==> src/rtl/wo_cache_pkg.sv <==
package wo_cache_pkg;
  typedef enum logic [1:0] {
    LS_INV   = 2'd0,
    LS_CLEAN = 2'd1,
    LS_ONCE  = 2'd2,
    LS_DIRTY = 2'd3
  } line_st_e;

  typedef enum logic [2:0] {
    C_IDLE, C_LOOK, C_WB, C_FILL, C_WT, C_RESP
  } ctl_e;

  localparam int unsigned WORDS_PER_LINE = 4;
endpackage

==> src/rtl/wo_meta_store.sv <==
module wo_meta_store
  import wo_cache_pkg::*;
#(
  parameter int unsigned LINES = 8,
  parameter int unsigned TAG_W = 25,
  localparam int unsigned IDX_W = $clog2(LINES)
) (
  input  logic             clk_i,
  input  logic             rst_ni,
  input  logic [IDX_W-1:0] rd_idx_i,
  output logic [TAG_W-1:0] rd_tag_o,
  output line_st_e         rd_st_o,
  input  logic             wr_en_i,
  input  logic [IDX_W-1:0] wr_idx_i,
  input  logic [TAG_W-1:0] wr_tag_i,
  input  line_st_e         wr_st_i,
  input  logic             snp_en_i,
  input  logic [IDX_W-1:0] snp_idx_i,
  input  logic [TAG_W-1:0] snp_tag_i
);
  logic [TAG_W-1:0] tag_q [LINES];
  line_st_e         st_q  [LINES];

  always_ff @(posedge clk_i or negedge rst_ni) begin
    if (!rst_ni) begin
      for (int i = 0; i < LINES; i++) begin
        st_q[i]  <= LS_INV;
        tag_q[i] <= '0;
      end
    end else begin
      if (wr_en_i) begin
        st_q[wr_idx_i]  <= wr_st_i;
        tag_q[wr_idx_i] <= wr_tag_i;
      end
      // snoop wins over a same-cycle update
      if (snp_en_i && st_q[snp_idx_i] != LS_INV && tag_q[snp_idx_i] == snp_tag_i)
        st_q[snp_idx_i] <= LS_INV;
    end
  end

  assign rd_tag_o = tag_q[rd_idx_i];
  assign rd_st_o  = st_q[rd_idx_i];
endmodule

==> src/rtl/wo_data_store.sv <==
module wo_data_store #(
  parameter int unsigned LINES = 8,
  localparam int unsigned IDX_W = $clog2(LINES),
  localparam int unsigned A_W   = IDX_W + 2
) (
  input  logic           clk_i,
  input  logic [A_W-1:0] rd_addr_i,
  output logic [31:0]    rd_data_o,
  input  logic           wr_en_i,
  input  logic [A_W-1:0] wr_addr_i,
  input  logic [31:0]    wr_data_i,
  input  logic [3:0]     wr_be_i
);
  logic [31:0] mem_q [LINES*4];

  always_ff @(posedge clk_i) begin
    if (wr_en_i) begin
      for (int b = 0; b < 4; b++)
        if (wr_be_i[b]) mem_q[wr_addr_i][8*b +: 8] <= wr_data_i[8*b +: 8];
    end
  end

  assign rd_data_o = mem_q[rd_addr_i];
endmodule

==> src/rtl/wo_cache.sv <==
module wo_cache
  import wo_cache_pkg::*;
#(
  parameter int unsigned WADDR_W = 30,
  parameter int unsigned LINES   = 8,
  localparam int unsigned IDX_W  = $clog2(LINES),
  localparam int unsigned TAG_W  = WADDR_W - 2 - IDX_W
) (
  input  logic               clk_i,
  input  logic               rst_ni,
  input  logic               copyback_i,
  input  logic               req_i,
  input  logic               we_i,
  input  logic [WADDR_W-1:0] addr_i,
  input  logic [31:0]        wdata_i,
  input  logic [3:0]         be_i,
  input  logic               global_i,
  output logic               ready_o,
  output logic [31:0]        rdata_o,
  output logic               mem_req_o,
  output logic               mem_we_o,
  output logic [WADDR_W-1:0] mem_addr_o,
  output logic [31:0]        mem_wdata_o,
  output logic [3:0]         mem_be_o,
  input  logic               mem_ack_i,
  input  logic [31:0]        mem_rdata_i,
  input  logic               snoop_valid_i,
  input  logic [WADDR_W-3:0] snoop_line_i
);
  ctl_e               ctl_q, ctl_d;
  logic [1:0]         beat_q, beat_d;
  logic               op_we_q, op_glb_q, op_cb_q;
  logic [WADDR_W-1:0] op_addr_q;
  logic [31:0]        op_wdata_q;
  logic [3:0]         op_be_q;
  logic [31:0]        rdata_q, rdata_d;

  logic [IDX_W-1:0]   idx;
  logic [TAG_W-1:0]   tag;
  logic [1:0]         word;
  logic [TAG_W-1:0]   rd_tag;
  line_st_e           rd_st;
  logic               hit, victim_dirty;

  logic               mw_en;
  logic [TAG_W-1:0]   mw_tag;
  line_st_e           mw_st;
  logic               dw_en;
  logic [1:0]         dw_word, dr_word;
  logic [31:0]        dw_data, dr_data;
  logic [3:0]         dw_be;

  assign idx  = op_addr_q[2 +: IDX_W];
  assign word = op_addr_q[1:0];
  assign tag  = op_addr_q[WADDR_W-1 -: TAG_W];

  wo_meta_store #(.LINES(LINES), .TAG_W(TAG_W)) u_meta (
    .clk_i     (clk_i),
    .rst_ni    (rst_ni),
    .rd_idx_i  (idx),
    .rd_tag_o  (rd_tag),
    .rd_st_o   (rd_st),
    .wr_en_i   (mw_en),
    .wr_idx_i  (idx),
    .wr_tag_i  (mw_tag),
    .wr_st_i   (mw_st),
    .snp_en_i  (snoop_valid_i),
    .snp_idx_i (snoop_line_i[IDX_W-1:0]),
    .snp_tag_i (snoop_line_i[WADDR_W-3 -: TAG_W])
  );

  wo_data_store #(.LINES(LINES)) u_data (
    .clk_i     (clk_i),
    .rd_addr_i ({idx, dr_word}),
    .rd_data_o (dr_data),
    .wr_en_i   (dw_en),
    .wr_addr_i ({idx, dw_word}),
    .wr_data_i (dw_data),
    .wr_be_i   (dw_be)
  );

  assign hit          = (rd_st != LS_INV) && (rd_tag == tag);
  assign victim_dirty = (rd_st == LS_DIRTY);
  assign dr_word      = (ctl_q == C_WB) ? beat_q : word;

  function automatic line_st_e store_next(line_st_e s, logic glb);
    return (s == LS_CLEAN && glb) ? LS_ONCE : LS_DIRTY;
  endfunction

  always_comb begin
    ctl_d       = ctl_q;
    beat_d      = beat_q;
    rdata_d     = rdata_q;
    mw_en       = 1'b0;
    mw_tag      = tag;
    mw_st       = rd_st;
    dw_en       = 1'b0;
    dw_word     = word;
    dw_data     = op_wdata_q;
    dw_be       = op_be_q;
    ready_o     = 1'b0;
    mem_req_o   = 1'b0;
    mem_we_o    = 1'b0;
    mem_addr_o  = {tag, idx, beat_q};
    mem_wdata_o = dr_data;
    mem_be_o    = 4'hf;
    unique case (ctl_q)
      C_IDLE: if (req_i) ctl_d = C_LOOK;
      C_LOOK: begin
        if (!op_we_q) begin
          if (hit) begin
            rdata_d = dr_data;
            ctl_d   = C_RESP;
          end else begin
            ctl_d = victim_dirty ? C_WB : C_FILL;
          end
        end else if (!op_cb_q) begin
          dw_en = hit;
          ctl_d = C_WT;
        end else if (hit) begin
          dw_en = 1'b1;
          mw_en = 1'b1;
          mw_st = store_next(rd_st, op_glb_q);
          ctl_d = (rd_st == LS_CLEAN && op_glb_q) ? C_WT : C_RESP;
        end else begin
          ctl_d = victim_dirty ? C_WB : C_FILL;
        end
      end
      C_WB: begin
        mem_req_o  = 1'b1;
        mem_we_o   = 1'b1;
        mem_addr_o = {rd_tag, idx, beat_q};
        if (mem_ack_i) begin
          beat_d = beat_q + 2'd1;
          if (beat_q == 2'd3) ctl_d = C_FILL;
        end
      end
      C_FILL: begin
        mem_req_o = 1'b1;
        if (mem_ack_i) begin
          dw_en   = 1'b1;
          dw_word = beat_q;
          dw_data = mem_rdata_i;
          dw_be   = 4'hf;
          beat_d  = beat_q + 2'd1;
          if (beat_q == 2'd3) begin
            mw_en = 1'b1;
            mw_st = LS_CLEAN;
            ctl_d = C_LOOK;
          end
        end
      end
      C_WT: begin
        mem_req_o   = 1'b1;
        mem_we_o    = 1'b1;
        mem_addr_o  = op_addr_q;
        mem_wdata_o = op_wdata_q;
        mem_be_o    = op_be_q;
        if (mem_ack_i) ctl_d = C_RESP;
      end
      C_RESP: begin
        ready_o = 1'b1;
        ctl_d   = C_IDLE;
      end
      default: ctl_d = C_IDLE;
    endcase
  end

  always_ff @(posedge clk_i or negedge rst_ni) begin
    if (!rst_ni) begin
      ctl_q      <= C_IDLE;
      beat_q     <= '0;
      rdata_q    <= '0;
      op_we_q    <= 1'b0;
      op_glb_q   <= 1'b0;
      op_cb_q    <= 1'b0;
      op_addr_q  <= '0;
      op_wdata_q <= '0;
      op_be_q    <= '0;
    end else begin
      ctl_q   <= ctl_d;
      beat_q  <= beat_d;
      rdata_q <= rdata_d;
      if (ctl_q == C_IDLE && req_i) begin
        op_we_q    <= we_i;
        op_glb_q   <= global_i;
        op_cb_q    <= copyback_i;
        op_addr_q  <= addr_i;
        op_wdata_q <= wdata_i;
        op_be_q    <= be_i;
      end
    end
  end

  assign rdata_o = rdata_q;
endmodule

==> config.mk <==
export PLATFORM = sky130hd
export DESIGN_NAME = wo_cache
export DESIGN_NICKNAME = d
export VERILOG_FILES = /design/src/rtl/wo_cache_pkg.sv /design/src/rtl/wo_meta_store.sv /design/src/rtl/wo_data_store.sv /design/src/rtl/wo_cache.sv
export SDC_FILE = /design/constraint.sdc
export NUM_CORES = 2
export LEC_CHECK = 0
export CAP_MARGIN = 20
export CORE_ASPECT_RATIO = 0.9
export CORE_MARGIN = 2
export CORE_UTILIZATION = 40
export CTS_BUF_LIST = sky130_fd_sc_hd__clkbuf_2
export DETAILED_ROUTE_END_ITERATION = 7
export GPL_TIMING_DRIVEN = 0
export PLACE_DENSITY_LB_ADDON = 0.1
export REMOVE_ABC_BUFFERS = 1
export SLEW_MARGIN = 25
export SYNTH_ARGS = -nofsm -noshare
export SYNTH_HDL_FRONTEND = slang
export SYNTH_SLANG_ARGS = --single-unit
==> constraint.sdc <==
create_clock -name clk_i -period 4.28 [get_ports clk_i]
set_input_delay 1.284 -clock clk_i [delete_from_list [all_inputs] [get_ports clk_i]]
set_output_delay 1.284 -clock clk_i [all_outputs]
set_load 0.005 [all_outputs]
## After elaboration in Yosys (flattened, before gate mapping)

Memories as Yosys holds them, arrays and structs flattened.
Cells that the tools add are included.

- Flip-flop bits (word level): 322
- Bits in writable memories: 1024
- Input bits: 134
- Output and inout port bits: 101
- Memories kept: 1

Memory list:

| name | words | bits a word | rd ports | clocked after memory_dff | write ports | RTL line | RTL |
|---|---|---|---|---|---|---|---|
| u_data.mem_q | 32 | 32 | 1 | 0 | 1 | wo_data_store.sv:14 | `logic [31:0] mem_q [LINES*4];` |

- $add $sub $neg: 1
- Order comparisons: 4
- Equal/unequal tests: 16
- Mux-type cells: 77
- Bitwise logic cells: 5
- Reduce and logical (&&, ||, !) cells: 16

Operator list:

| cell | number |
|---|---|
| 200-bit bitwise mux | 1 |
| 25-bit binary-select mux with 3-bit select | 2 |
| 25-bit two-way mux | 5 |
| 32-bit two-way mux | 3 |
| 25-bit demux with 3-bit select | 1 |
| 30-bit case mux with 2 select lines | 1 |
| 25-bit equality test | 2 |
| 16-bit two-way mux | 2 |
| 3-bit two-way mux | 10 |
| 2-bit two-way mux | 14 |
| 1-bit two-way mux | 26 |
| 16-bit AND | 1 |
| 16-bit bitwise mux | 1 |
| 16-bit inverter | 1 |
| 3-bit case mux with 5 select lines | 1 |
| 2-bit binary-select mux with 3-bit select | 2 |
| 2-bit demux with 3-bit select | 2 |
| 4-bit two-way mux | 3 |
| 2-bit != test (second input constant) | 5 |
| 4-bit >= comparator (second input constant) | 2 |
| 4-bit by 1-bit less-than comparator with 1-bit output (second input constant) | 2 |
| 3-bit inverter with 4-bit output | 2 |
| 1-bit logical AND | 7 |
| 3-bit by 2-bit equality test with 1-bit output (second input constant) | 2 |
| other kinds (16) | 21 |

## Logic depth before layout (Yosys ltp)

- Depth after elaboration: 15
- Gate-level depth with buffers: 13
- Mapped depth without buffers: 8

## Cells and area by module

Synthesis repeated with hierarchy kept, for this count alone.

- Cells, all modules: 3677
- Area, all modules: 57941.8 sq um

By module, submodules not included:

| module | instances | cells each | area an instance (sq um) | seq. area each (sq um) |
|---|---|---|---|---|
| wo_data_store | 1 | 2374 | 40386.2 | 30749.5 |
| wo_meta_store | 1 | 805 | 11892.7 | 5405.2 |
| wo_cache | 1 | 498 | 5662.9 | 2652.5 |

## Worst setup path after synthesis

OpenSTA, ideal clock, no wires.

- Path kind: register -> output
- From: reg ctl_q[1]
- To: out mem_wdata_o[23]
- Data arrival time: 3.253 ns
- Data required time: 2.996 ns
- Path slack: -0.257 ns
- Cell stages (with the launch flop): 11
- Cells stage by stage: dfrtp_1 clkbuf_1 nand2b_1 nor2_1 mux2i_1 clkbuf_1 buf_1 mux4_2 a22oi_1 nand4_1 mux2_2

- Word-level cells in the longest chain between the ends: 4

RTL lines:

| element | RTL line | RTL |
|---|---|---|
| from (decl) | wo_cache.sv:30 | `ctl_e ctl_q, ctl_d;` |
| from (signal assigned) | wo_cache.sv:181 | `ctl_q <= ctl_d;` |
| 3-bit by 2-bit equality test with 1-bit output | wo_cache.sv:84 | `assign dr_word = (ctl_q == C_WB) ? beat_q : word;` |
| 2-bit two-way mux | wo_cache.sv:84 |  |
| memory read 32 x 32 bit | -- |  |
| 32-bit two-way mux * | wo_cache.sv:107 | `unique case (ctl_q)` |
| to (decl) | wo_cache.sv:23 | `output logic [31:0] mem_wdata_o,` |

Every way passes the cells marked *; elsewhere a longest branch is shown, timed or not.

## Final worst setup path

- From: reg ctl_q[2]
- To: out mem_wdata_o[8]

Same word-level chain as after synthesis.

==> out/qor.tcl <==
set qor(crit_type) {flip-flop to primary output}
set qor(worst_ep_required_time_ns) 3.00
set qor(critPathTopFamily) {multiplexers}
set qor(sequential_to_total_area_share_from_yosys_stat_pct) 68.6
set qor(area_delta_synth_final_pct) 25.1
set qor(globalRouteTotalUtil_pct) 24.2
set qor(postSynthRegisterBits) 1346
set qor(total_count_of_hold_check_failures_in_the_final_report) 0
set qor(maxSlewViolCount) 0
set qor(die_height_um) 361
set qor(wl_met3_um) 12100
set qor(path_max_fanout) 5
set qor(cts-root-to-sink-buffers) 4
set qor(first_global_vias) 36300
set qor(post_synth_fa_ha_maj_area_fraction_pct) 0.0221
set qor(final_critical_path_setup_slack_ns) -2.02
set qor(grt_setup_unrepaired) {true}
set qor(post-route-min-period_ns) 6.30
set qor(cp_common_cell) {sky130_fd_sc_hd__buf_12}
set qor(placed_area_um2) 62700
set qor(routabilityCongestion) 0.816
set qor(worst-path-buf-inv) 8
set qor(route.top_layer_used) {met5}
set qor(cp_max_stage_delay_ns) 0.49
set qor(htreeDepth) 5
set qor(wirelength_um) 177000
set qor(max-cap-violations) 0
set qor(holdCritPathClass) {input pin to flip-flop}
set qor(combinational_family_with_the_most_area_after_synthesis) {multiplexers}
set qor(rr_endpoint) {u_data.mem_q[3][22]}
set qor(finalClockSkew_ns) 0.147
set qor(syn_area_per_cell_um2) 17.7
set qor(initial_antenna_violation_count) 6
set qor(antenna_violating_nets_post_route) 0
set qor(post_synth_num_cell_types) 67
set qor(first_pass_iters) 6
set qor(clock_latency_ns) 1.69
set qor(die_w_um) 400
set qor(synth_enable_flop_cells) 1024
set qor(nFillCells) 11700
set qor(synth_xor_area_share_pct) 0.558
set qor(crit_path_capture_type) {primary output}
set qor(mostFrequentLayoutCell) {sky130_fd_sc_hd__edfxtp_1}
set qor(cellPowerDensity_nw_per_um2) 769
set qor(design.final.nets) 4119
set qor(detailedPlace.worstSlack_ns) -2.07
set qor(report.final.setup_viol) 1340
set qor(clock-sinks) 1346
set qor(irDropWorstVdd_v) 0.000466
set qor(worst_setup_path_start_kind) {flip-flop}
set qor(endpoint) {mem_wdata_o[8]}
set qor(dieArea_um2) 144000
set qor(grt_start_max_net_pins) 93
set qor(drc) 0
set qor(met2_wirelength_um) 86100
set qor(wl_met1_um) 72500
set qor(yosys.area_share.simple_pct) 4.17
set qor(worst-path-stages) 15
set qor(tns_ns) -801.97
set qor(start_util_pct) 40.4
set qor(timing_worst_slew_pin_value_ns) 1.10
set qor(fmax_mhz) 159
set qor(ys_warn_count) 0
set qor(synth.area.mux_share_pct) 20.6
set qor(worst-r2r-setup-slack_ns) -0.92
set qor(proportion_of_layout_cells_with_a_drive_suffix_above_1_pct) 46.9
set qor(tot_pwr_w) 0.0544
set qor(most-common-layout-cells) {sky130_fd_sc_hd__edfxtp_1 (1,024), sky130_fd_sc_hd__clkbuf_2 (533), sky130_fd_sc_hd__mux2_2 (321)}
set qor(std_cell_rows) 130
set qor(io_pins) 235
set qor(critPathLaunch) {ctl_q[2]}
set qor(first_pass_grt_wire_length_um) 253000
set qor(numCtsBuffers) 359
set qor(initial_drt_markers) 2988
set qor(status) {finished with violations}
set qor(io_buffers) 234
set qor(route.vias.total) 34800
set qor(postLayoutCellArea_um2) 70700
set qor(leak_nw) 25.8
set qor(worst_path_max_delay_cell) {sky130_fd_sc_hd__mux4_2}
set qor(rr_startpoint) {op_addr_q[2]}
set qor(instance_count_of_the_mapped_netlist) 3195
set qor(synth_ff_type) {sky130_fd_sc_hd__edfxtp_1}
set qor(dp.final_hpwl_um) 109000
set qor(synth_area_um2) 56500
set qor(ff2ff_path_depth) 22
set qor(postSynth.asyncResetShare_pct) 23.9
set qor(clk_root_buf) {sky130_fd_sc_hd__clkbuf_2}
set qor(routedWlPerCell_um) 29.0
set qor(via_per_inst) 5.71
set qor(critical_path_cell_list) {nand2b_4 > nor2_4 > mux2i_4 > buf_12 > buf_12 > buf_12 > buf_16 > buf_12 > buf_12 > buf_6 > mux4_2 > a22oi_2 > nand4_1 > mux2_4 > buf_6}
set qor(core_area_um2) 140000
set qor(timing.final.crit_share_pct) 147
set qor(violations) {negative setup slack}
set qor(path_clk_slew_ns) 0.12
set qor(synthesized_area_fraction_occupied_by_ao_oa_aoi_and_oai_cells_pct) 4.28
set qor(relative_max_transition_margin_pct) 26.8
set qor(grt.overflow.total) 0
set qor(cp.arrival_ns) 5.02
set qor(cts_tree) {built}
## through the flow
| stage | hold slack, ns | std cells | utilization [%] |
|---|---|---|---|
| finish | 0.235 | 6096 | 50.5 |
| floorplan | 0.488 | 2974 | - |
| CTS | 0.00216 | 6018 | 49.8 |
| global route | 0.0322 | 6095 | 50.5 |
| detailed placement | 0.493 | 5182 | 44.8 |
| global placement | 0.479 | 5056 | 43.1 |
## final cells by class
type | count | area [µm²] | share of cell area (%)
sequential | 1346 | 38800 | 54.9
clock inverter | 87 | 475 | 0.672
inverter | 12 | 48.8 | 0.0690
clock buffer | 529 | 2650 | 3.74
multi-input combinational | 1619 | 18600 | 26.3
tap | 1848 | 2310 | 3.27
timing repair buffer | 646 | 7760 | 11.0
antenna | 9 | 22.5 | 0.0319
## worst min path at each step
stage,start,to,slack [ns],depth (start not counted)
5_1_grt,be_i[2],op_be_q[2],0.03,2
3_5_place_dp,rdata_o[9],rdata_o[9],0.49,1
2_1_floorplan,u_meta.tag_q[6],u_meta.tag_q[6],0.49,1
6_report,be_i[1],op_be_q[1],0.24,2
4_1_cts,be_i[1],op_be_q[1],0.002,2
3_3_place_gp,rdata_o[14],rdata_o[14],0.48,1
## routing by layer
| metal | vias to the layer above | GRT usage (%) |
|---|---|---|
| met5 | - | 0 |
| met4 | 6 | 9.72 |
| met3 | 365 | 5.43 |
| met2 | 1512 | 39.0 |
| met1 | 18300 | 32.0 |
| li1 | 14600 | - |
## synth_stat cells, types with 4 or more instances
| cell | number | area share (%) |
|---|---|---|
| sky130_fd_sc_hd__edfxtp_1 | 1024 | 54 |
| sky130_fd_sc_hd__mux2_2 | 353 | 7.0 |
| sky130_fd_sc_hd__dfrtp_1 | 322 | 14 |
| sky130_fd_sc_hd__mux4_2 | 305 | 12 |
| sky130_fd_sc_hd__nand2_1 | 180 | 1.2 |
| sky130_fd_sc_hd__nor2_1 | 160 | 1.1 |
| sky130_fd_sc_hd__a22oi_1 | 145 | 1.9 |
| sky130_fd_sc_hd__clkbuf_1 | 138 | 0.92 |
| sky130_fd_sc_hd__mux2i_1 | 73 | 1.3 |
| sky130_fd_sc_hd__buf_1 | 47 | 0.31 |
| sky130_fd_sc_hd__o21ai_0 | 41 | 0.36 |
| sky130_fd_sc_hd__nand4_1 | 39 | 0.43 |
| sky130_fd_sc_hd__a21oi_1 | 28 | 0.25 |
| sky130_fd_sc_hd__nor3_1 | 27 | 0.24 |
| sky130_fd_sc_hd__nand3_1 | 26 | 0.23 |
| sky130_fd_sc_hd__xnor2_1 | 25 | 0.39 |
| sky130_fd_sc_hd__buf_2 | 24 | 0.21 |
| sky130_fd_sc_hd__a221oi_1 | 23 | 0.36 |
| sky130_fd_sc_hd__o22ai_1 | 18 | 0.20 |
| sky130_fd_sc_hd__nand2b_1 | 12 | 0.13 |
| sky130_fd_sc_hd__nor2b_1 | 12 | 0.13 |
| sky130_fd_sc_hd__nor4_1 | 12 | 0.13 |
| sky130_fd_sc_hd__inv_1 | 11 | 0.073 |
| sky130_fd_sc_hd__xor2_1 | 11 | 0.17 |
| sky130_fd_sc_hd__and2_1 | 9 | 0.10 |
| sky130_fd_sc_hd__buf_4 | 9 | 0.12 |
| sky130_fd_sc_hd__a31oi_1 | 7 | 0.077 |
| sky130_fd_sc_hd__and3_1 | 7 | 0.077 |
| sky130_fd_sc_hd__mux2_1 | 7 | 0.14 |
| sky130_fd_sc_hd__nand3b_1 | 7 | 0.093 |
| sky130_fd_sc_hd__o21a_1 | 7 | 0.093 |
| sky130_fd_sc_hd__o2bb2ai_1 | 7 | 0.11 |
| sky130_fd_sc_hd__o31ai_1 | 7 | 0.093 |
| sky130_fd_sc_hd__o32ai_1 | 7 | 0.11 |
| sky130_fd_sc_hd__a22o_1 | 6 | 0.093 |
| sky130_fd_sc_hd__or2_2 | 4 | 0.044 |
| sky130_fd_sc_hd__or3_1 | 4 | 0.044 |
## power by group
| group | switching, W | internal (W) | leakage [nW] |
|---|---|---|---|
| Combinational | 0.0132 | 0.0138 | 9.92 |
| Clock | 0.00529 | 0.00357 | 2.43 |
| Sequential | 0.00143 | 0.0171 | 13.5 |
## state kept, by name (all words and copies together) (netlist names), 2 cells and up
| register | count |
|---|---|
| u_data.mem_q | 1024 |
| u_meta.tag_q | 200 |
| op_wdata_q | 32 |
| rdata_o | 32 |
| op_addr_q | 30 |
| u_meta.st_q | 16 |
| op_be_q | 4 |
| ctl_q | 3 |
| beat_q | 2 |
## cells by family (layout without fill, tap and decap cells)
| group | Yosys count | after routing |
|---|---|---|
| AOI/OAI and AO/OA | 326 | 326 |
| other | 0 | 9 |
| muxes | 738 | 738 |
| DFF | 1346 | 1346 |
| and+or+nand+nor | 515 | 518 |
| adders and majority gates | 1 | 1 |
| buffers and inverters | 233 | 1274 |
| xor gates and xnor gates | 36 | 36 |
## what timing repair did
action / 4_1_cts / 5_1_grt
hold endpoints to repair: 97 / 0
pin swaps: 139 / 97
gates cloned: 19 / 0
hold buffers: 6 / 0
setup endpoints to repair: 1313 / 1330
gates resized for setup: 680 / 114
buffers inserted: 198 / 80
No activity file was read; power rests on OpenSTA's default activity.
